<file path="config.mk">
export PLATFORM = sky130hd
export DESIGN_NAME = irq_ack_seq
export DESIGN_NICKNAME = d
export VERILOG_FILES = /design/src/rtl/irq_ack_seq.sv
export SDC_FILE = /design/constraint.sdc
export NUM_CORES = 1
export LEC_CHECK = 0
export BUFFER_PORTS_ARGS = -buffer_cell sky130_fd_sc_hd__buf_4
export CAP_MARGIN = 20
export CORE_ASPECT_RATIO = 0.5
export CORE_MARGIN = 4
export CORE_UTILIZATION = 44
export DETAILED_ROUTE_END_ITERATION = 8
export PLACE_DENSITY = 0.9
export SYNTH_ARGS = -nofsm -noshare
export SYNTH_HDL_FRONTEND = slang
export SYNTH_SLANG_ARGS = --single-unit
</file>
<file path="constraint.sdc">
create_clock -name clk -period 5.8 [get_ports clk]
set_clock_uncertainty 0.2 [all_clocks]
set_input_delay 0.29 -clock clk [delete_from_list [all_inputs] [get_ports clk]]
set_output_delay 0.29 -clock clk [all_outputs]
set_load 0.02 [all_outputs]
</file>
<file path="src/rtl/irq_ack_seq.sv">
module irq_ack_seq #(
  parameter int AUTOVEC_BASE = 24
) (
  input  logic        clk,
  input  logic        rst_n,
  input  logic [7:1]  irq_n,
  input  logic [2:0]  mask_lvl,
  input  logic        insn_done,
  input  logic        dsack_n,
  input  logic        avec_n,
  input  logic [31:0] bus_data,
  output logic [3:0]  fc,
  output logic [31:0] addr,
  output logic        rd_wr,
  output logic [1:0]  siz,
  output logic        as_n,
  output logic        ds_n,
  output logic        oe_n,
  output logic [7:1]  iack_n,
  output logic        bclr_n,
  output logic [7:0]  vec,
  output logic        vec_valid
);
  typedef enum logic [2:0] {S_IDLE, S_CLR, S_ADR, S_STB, S_REL} st_t;

  st_t        st;
  logic [7:1] sync1, sync2;
  logic [2:0] pend_lvl, cur_lvl;
  logic       accept, active, strobe, term;

  always_ff @(posedge clk or negedge rst_n)
    if (!rst_n) begin
      sync1 <= '0;
      sync2 <= '0;
    end else begin
      sync1 <= ~irq_n;
      sync2 <= sync1;
    end

  always_comb begin
    pend_lvl = '0;
    for (int i = 1; i <= 7; i++)
      if (sync2[i]) pend_lvl = 3'(i);
  end

  assign accept = (pend_lvl != 3'd0) && (pend_lvl == 3'd7 || pend_lvl > mask_lvl);
  assign term   = !dsack_n || !avec_n;

  always_ff @(posedge clk or negedge rst_n)
    if (!rst_n) begin
      st      <= S_IDLE;
      cur_lvl <= '0;
      vec     <= '0;
    end else begin
      case (st)
        S_IDLE: if (accept && insn_done) begin
          st      <= S_CLR;
          cur_lvl <= pend_lvl;
        end
        S_CLR:  st <= S_ADR;
        S_ADR:  st <= S_STB;
        S_STB:  if (term) begin
          st  <= S_REL;
          vec <= !avec_n ? 8'(AUTOVEC_BASE) + {5'd0, cur_lvl} : bus_data[7:0];
        end
        default: st <= S_IDLE;
      endcase
    end

  assign active    = (st == S_CLR) || (st == S_ADR) || (st == S_STB);
  assign strobe    = (st == S_STB);
  assign fc        = active ? 4'b0111 : 4'b0000;
  assign addr      = active ? {28'hFFF_FFFF, cur_lvl, 1'b1} : 32'd0;
  assign rd_wr     = active;
  assign siz       = active ? 2'b01 : 2'b00;
  assign as_n      = !strobe;
  assign ds_n      = !strobe;
  assign oe_n      = !strobe;
  assign bclr_n    = (st != S_CLR);
  assign vec_valid = (st == S_REL);

  for (genvar g = 1; g <= 7; g++) begin : g_iack
    assign iack_n[g] = !(((st == S_ADR) || strobe) && cur_lvl == 3'(g));
  end
endmodule

</file>
## Word-level counts from Yosys, hierarchy flattened

Index checks and enable logic that the tools add are counted.

| word-level totals | value |
|---|---|
| register bits | 28 |
| bits in latches | 0 |
| bits in writable memories | 0 |
| bits in read-only memories | 0 |
| output and inout bits | 59 |
| word-level logic and storage cells | 66 |
| memories kept | 0 |

| operators by class | value |
|---|---|
| add/subtract/negate cells | 1 |
| $mul | 0 |
| divide/modulo/power cells | 0 |
| $lt $le $gt $ge | 1 |
| equal/unequal tests | 15 |
| shifts and indexed selects | 0 |
| mux-type cells | 14 |
| bitwise gates (word level) | 1 |
| reductions and logical operators | 29 |

Operator list:

| operator | count |
|---|---|
| two-way mux 32 bit | 1 |
| two-way mux 3 bit | 9 |
| == test 3 bit, second input constant | 6 |
| == test 3 x 2 -> 1 bit, second input constant | 4 |
| one-hot mux 3 bit (4 select lines) | 1 |
| zero test 1 bit | 10 |
| logical AND 1 bit | 9 |
| two-way mux 8 bit | 1 |
| NOT 7 bit | 1 |
| adder 5 x 3 -> 6 bit, first input constant | 1 |
| == test 3 x 1 -> 1 bit, second input constant | 2 |
| AND reduction 2 bit | 3 |
| logical OR 1 bit | 5 |
| > comparator 3 bit | 1 |
| zero test 3 bit | 1 |
| != test 3 x 1 -> 1 bit, second input constant | 1 |
| nonzero test 3 bit | 1 |
| two-way mux 1 bit | 2 |
| != test 2 x 1 -> 1 bit, second input constant | 1 |
| != test 2 bit, second input constant | 1 |

## Longest topological paths before layout

Gate-level depths: netlist of the first run.

| depth | value |
|---|---|
| depth after elaboration | 13 |
| gate-level depth with buffers | 10 |
| depth with buffers taken out | 10 |

## Worst setup path before layout of the first run

No wires, ideal clock.

| path | value |
|---|---|
| path kind | flip-flop to output port |
| start point | register st[0] |
| end point | output port addr[1] |
| arrival | 2.216 ns |
| setup slack | 3.094 ns |
| stages on the path, launching flop included | 4 |
| cell sequence | dfrtp_1 nor2_1 nor2_1 and2_1 |

| on the way | value |
|---|---|
| word-level cells in the longest chain between the ends | 4 |

Ends and longest elaborated chain:

| element | RTL line | source |
|---|---|---|
| from (decl) | 26 | `st_t st;` |
| from (signal assigned) | 51 | `st <= S_IDLE;` |
| from (signal assigned) | 57 | `st <= S_CLR;` |
| from (signal assigned) | 60 | `S_CLR: st <= S_ADR;` |
| == test 3 x 1 -> 1 bit or == test 3 x 2 -> 1 bit (tied branches) | 70 | `assign active = (st == S_CLR) \|\| (st == S_ADR) \|\| (st == S_STB);` |
| logical OR 1 bit | 70 |  |
| logical OR 1 bit (*) | 70 |  |
| named net rd_wr | 14 | `output logic rd_wr,` |
| two-way mux 32 bit (*) | 73 | `assign addr = active ? {28'hFFF_FFFF, cur_lvl, 1'b1} : 32'd0;` |
| to (decl) | 13 | `output logic [31:0] addr,` |

Mark *: on every way through the listed nets, which the timed path passes. The rest lies on a longest branch.

## Worst setup path after layout of the first run

| path | value |
|---|---|
| start point | register sync2[7] in the netlist's numbering |
| end point | register cur_lvl[1] |

| on the way | value |
|---|---|
| word-level cells in the longest chain between the ends | 6 |

Ends and longest elaborated chain:

| element | RTL line | source |
|---|---|---|
| from (decl) | 27 | `logic [7:1] sync1, sync2;` |
| from (signal assigned) | 37 | `sync2 <= sync1;` |
| two-way mux 3 bit (*) | 43 | `if (sync2[i]) pend_lvl = 3'(i);` |
| named net pend_lvl[1] | 28 | `logic [2:0] pend_lvl, cur_lvl;` |
| > comparator 3 bit or == test 3 bit (tied branches) | 46 | `assign accept = (pend_lvl != 3'd0) && (pend_lvl == 3'd7 \|\| pend_lvl > mask_lvl);` |
| logical OR 1 bit | 46 |  |
| logical AND 1 bit | 46 |  |
| logical AND 1 bit | 56 | `S_IDLE: if (accept && insn_done) begin` |
| AND reduction 2 bit (no line) | - |  |
| to (signal assigned) | 58 | `cur_lvl <= pend_lvl;` |
| to (decl) | 28 |  |

Marked as above.
A chain may end at the register's enable or synchronous reset.

==> results.toml, run 1 <==
[clocking]
clk_pin_slew_worst_paths_ns = 0.09
root_buffer = "clkbuf_8"
post-cts-setup-buffers = 0
cts_tree = "built"
clkLatencyLatePin_ns = 0.27
cts.sinks = 28
cts_buffers = 3
htreeDepth = 1
cts_buffer_depth = 2
cts_resized = 0
hold_buffers = 8

[grt]
grt_max_degree = 38
gr-usage-all-layers_pct = 14.5
grt_pass1_vias = 1137
met2_usage_pct = 27.4
grt_overflow = 0
antenna_found_initial = 0
grt_pass1_wl_mm = 5.34
globalRouteMet3Util_pct = 4.86
grt-busiest-layer = "met2"
grtUsageMet1_pct = 15.4

[detailed_routing]
viasPerCell = 4.68
drt_iter0_drc = 35
ant_nets = 0
wl_per_cell_um = 12.7
drt_pre_antenna_iters = 6
route.detailed.drc = 0
drt-total-wl_mm = 3.23
dr_total_vias = 1193

[sta]
fmax_mhz = 421
max-slew-margin-rel_pct = 53.4
worst_pin_slew_ns = 0.699
period_minus_slack_ns = 2.38
fin_crit_sh_pct = 41.0
grt_setup_unrepaired = "false"
hold_viol = 0
setup_viol = 0
fin_setup_tns_ns = 0
slew_violations = 0
hold_ws_ns = 0.0632

[floorplanning]
die_h_um = 49.6
ioPinCount = 106
die_area_um2 = 4530
row_count = 14
die_width_um = 91.2
coreArea_um2 = 3150
initial_core_util_pct = 48.3

[logic_synthesis]
synth_top_area_cell = "dfrtp_1"
synth_cell_types = 31
synthFlopType = "dfrtp_1"
post-synth-top-count-cell = "buf_4"
synth_area_per_cell_um2 = 9.41
yosysWarnings = 0
async_reset_ff_share_pct = 100
synth_seq_cells = 28
netlist_area_um2 = 1520
synth.area.top_cells = "dfrtp_1, buf_4, nand2_1"
synth_top_area_share_pct = 46.0
synth_common_cells = "buf_4, dfrtp_1, nand2_1"
synth_cells = 162
synth_edf_count = 0
ys_seq_area_share_pct = 46.0

[place]
place_congestion = 0.765
port_buffers = 79
dp_cells = 242
place_hpwl_mm = 2.46

[power]
power_density_nw_per_um2 = 673
ir_drop_uv = 262
power.total_mw = 1.38
p_leak_nw = 1.05

[layout]
stdcell_count = 255
final_util_pct = 64.8
antennaDiodeCount = 0
nets = 266
syn2layout_area_growth_pct = 34.2
layout-drive-gt1-share_pct = 42.3
n_fill_cell = 248

[run]
cap_violations = 0

[setup_path]
start_kind = "flip-flop"
cp-end-kind = "flip-flop"
arrival_ns = 2.34
required_ns = 5.77
crit_type = "flip-flop to flip-flop"
crit_fanout = 6

[worst_hold_path]
hold_path_class = "primary input to flip-flop"

[run_status]
status = "finished clean"
[path summary, 6_finish.rpt]
kind	from	endpoint	slack, ns	cells past startpoint
worst max-delay path	sync2[7]$_DFF_PN0_	cur_lvl[1]$_DFFE_PN0P_	3.42	8
worst min-delay path	bus_data[7]	vec[7]$_DFFE_PN0P_	0.06	3
worst max register to register	sync2[7]$_DFF_PN0_	cur_lvl[1]$_DFFE_PN0P_	3.42	8
worst min register to register	sync1[1]$_DFF_PN0_	sync2[1]$_DFF_PN0_	0.15	0
max in group asynchronous	rst_n	vec[6]$_DFFE_PN0P_	4.88	2
min in group asynchronous	rst_n	sync2[2]$_DFF_PN0_	0.27	2
[through the flow]
step	setup WS, ns	area, um^2
CTS	3.16	2030
floorplan	3.09	1530
global route	3.26	2040
detailed placement	3.47	1880
finish	3.42	2040
global placement	3.55	1880
[flip-flops by register name, summed over array words and instances (netlist names)]
register	cells
vec	8
sync1	7
sync2	7
cur_lvl	3
st	3
[routing by layer]
layer | part of all wire, % | up-vias | wire [um]
met4 | 0.77 | 0 | 25
met2 | 50 | 53 | 1600
met3 | 9.3 | 2 | 300
li1 | - | 584 | -
met5 | 0 | - | 0
met1 | 40 | 554 | 1300
[critical path: stages, from the launching register on]
cell     delay [ns]
dfrtp_1        0.45
nor2_1         0.20
o31ai_1        0.14
ha_1           0.32
nor2b_1        0.15
o21ai_1        0.09
a32oi_2        0.26
nand3_2        0.14
mux2_4         0.31
[layout by cell type, fill, tap and decap left out, types with 2 or more instances in the layout]
master          n
dlygate4sd3_1   8
a211oi_1        2
conb_1          2
o21ai_0         7
and2_1          5
inv_1          13
o21ai_1         3
nand2_1        19
nor2_1          9
dfrtp_1        28
nand3_1         3
buf_4          79
nand2b_1        2
mux2i_1         4
nor2b_1         5
ha_1            3
clkbuf_8        3
a21oi_1         3
nor3_1          2
[logic make-up after synthesis]
| family | count (synthesis) | synth area share [%] |
|---|---|---|
| adders and majority gates | 3 | 2.46 |
| buffers and inverters | 53 | 22.3 |
| other | 1 | 0.246 |
| and+or+nand+nor | 51 | 16.6 |
| muxes | 5 | 3.61 |
| AOI/OAI and AO/OA | 21 | 8.78 |
| DFF | 28 | 46.0 |
[power breakdown]
group          internal, mW  switching, mW  total (mW)
clock                0.0924         0.0572       0.150
combinational         0.386          0.546       0.931
sequential            0.246         0.0485       0.294
total                 0.724          0.651        1.38
[layout make-up]
cell class	count	area [um^2]	area share (%)
multi-input cells	82	489	23.9
clock inverters	1	30.0	1.47
repair buffers	88	684	33.5
clock buffers	3	41.3	2.02
well taps	40	50.0	2.45
flip-flops and latches	28	701	34.3
inverters	13	48.8	2.39
Note: power is estimated with default switching activity, not from simulation.
==> run 2, diff against run 1 <==
CORE_UTILIZATION = 37   (was 44)
PLACE_DENSITY = 0.81   (was 0.9)
clock period = 2 ns   (was 5.8 ns; I/O delays follow)
==> results.toml, run 2 (synthesis results as in run 1) <==
[run_status]
status = "complete, but fails checks"
violations = "negative setup slack"

[detailed_routing]
ant_nets = 0
viasPerCell = 4.54
drt-total-wl_mm = 3.95
route.detailed.drc = 0
dr_total_vias = 1317
wl_per_cell_um = 13.6
drt_iter0_drc = 39
drt_pre_antenna_iters = 4

[setup_path]
r2r-start = "sync2[5]$_DFF_PN0_"
required_ns = 1.97
start_kind = "flip-flop"
crit_type = "flip-flop to flip-flop"
cp-end-kind = "flip-flop"
arrival_ns = 2.10
regToRegSetupSlack_ns = -0.14
crit_fanout = 2
rr_worst_depth = 7
reg2reg_to = "cur_lvl[1]$_DFFE_PN0P_"

[worst_hold_path]
holdPathEnd = "vec[0]$_DFFE_PN0P_"
worstHoldStart = "avec_n"
hold_depth = 3
hold_path_class = "primary input to flip-flop"

[power]
power_density_nw_per_um2 = 1750
power.total_mw = 4.13
p_leak_nw = 1.16
ir_drop_uv = 650

[sta]
grt_setup_unrepaired = "true"
layout_setup_ws_ns = -0.137
worst_pin_slew_ns = 0.518
setup_viol = 4
hold_viol = 0
fmax_mhz = 468
max-slew-margin-rel_pct = 65.4
period_minus_slack_ns = 2.14
slew_violations = 0
fin_crit_sh_pct = 107

[clocking]
htreeDepth = 1
clk_pin_slew_worst_paths_ns = 0.09
cts_buffers = 3
root_buffer = "clkbuf_8"
clkLatencyLatePin_ns = 0.27
cts_buffer_depth = 2
cts_tree = "built"
cts.sinks = 28

[place]
place_congestion = 0.770
place_hpwl_mm = 2.51
port_buffers = 79
dp_cells = 265

[layout]
antennaDiodeCount = 0
regMostFlops = "vec"
nets = 287
layout_commonest_cell = "buf_4"
layout-drive-gt1-share_pct = 47.9
final_cell_mix = "buf_4, dfrtp_1, dlygate4sd3_1"
syn2layout_area_growth_pct = 55.0
stdcell_count = 290
n_fill_cell = 289
reg_top3 = "vec x8, sync1 x7, sync2 x7"
largest_reg_flops = 8

[grt]
grt_overflow = 0
grt_max_degree = 33
grt_pass1_vias = 1213
gr-usage-all-layers_pct = 13.4
antenna_found_initial = 0
grt_pass1_wl_mm = 5.58

[run]
cap_violations = 0

[floorplanning]
die_h_um = 53.4
initial_core_util_pct = 38.6
row_count = 16
ioPinCount = 106
die_width_um = 98.8
coreArea_um2 = 3940
die_area_um2 = 5270
## run 2: cell types whose count changed in the layout (fill, tap and decap cells not counted), moves of 2 or more
cell	before	now
ha_4	0	3
nor2_4	0	2
dlygate4sd3_1	8	20
ha_1	3	0
buf_4	79	86
nor2_1	9	6
## run 2: repair_timing
item	CTS	global route
hold endpoints to repair	44	0
gates cloned	0	0
resized for setup	8	12
buffers inserted	1	0
pin swaps	1	3
hold buffers	20	0
endpoints found under the setup margin	4	4
## run 2: where the power goes
group          switching (mW)  total (mW)  internal [mW]
Clock                   0.166       0.434          0.268
Combinational            1.61        2.81           1.20
Sequential              0.168       0.881          0.713
## run 2: cell type report
type	count	area [um^2]	share of cell area [%]
Clock buffer	3	41.3	1.75
Clock inverter	1	30.0	1.27
Inverter	13	48.8	2.07
Multi-Input combinational cell	82	586	24.8
Sequential cell	28	701	29.7
Tap cell	54	67.6	2.86
Timing Repair Buffer	109	888	37.6
## run 2: critical path, stage by stage (launching register included)
cell and delay (ns):
dfrtp_1 0.44, buf_6 0.15, o21bai_1 0.15, a21oi_2 0.20, ha_4 0.23, a32oi_2 0.23
nand3_2 0.12, mux2_4 0.31
## run 2: metal layers
layer  track usage [%]  up-vias  routed length, um
met5                 0        -                  0
met4              1.59        0                 24
met3              3.29        4                315
met2              28.0       64               2170
met1              14.1      622               1440
li1                  -      627                  -
## run 2: worst max-delay path by stage
stage	depth (start not counted)	slack, ns	startpoint	end
4_1_cts	8	-0.13	sync2[6]$_DFF_PN0_	cur_lvl[1]$_DFFE_PN0P_
3_5_place_dp	8	-0.23	sync2[4]$_DFF_PN0_	cur_lvl[2]$_DFFE_PN0P_
3_3_place_gp	8	-0.13	sync2[4]$_DFF_PN0_	cur_lvl[2]$_DFFE_PN0P_
2_1_floorplan	8	-0.06	sync2[7]$_DFF_PN0_	cur_lvl[1]$_DFFE_PN0P_
5_1_grt	10	-0.23	sync2[4]$_DFF_PN0_	cur_lvl[0]$_DFFE_PN0P_
6_report	7	-0.14	sync2[5]$_DFF_PN0_	cur_lvl[1]$_DFFE_PN0P_
## run 2: through the flow
stage | hold slack (ns) | cell area (um^2) | setup TNS, ns | setup slack, ns | utilization (%)
2_1_floorplan | -0.396 | 1530 | -0.0626 | -0.0626 | -
3_3_place_gp | -0.177 | 1980 | -0.429 | -0.130 | 50.3
3_5_place_dp | -0.174 | 1980 | -0.834 | -0.229 | 50.3
4_1_cts | 0.0353 | 2290 | -0.400 | -0.128 | 58.1
5_1_grt | 0.0362 | 2360 | -0.874 | -0.234 | 59.9
6_report | 0.0390 | 2360 | -0.467 | -0.137 | 59.9
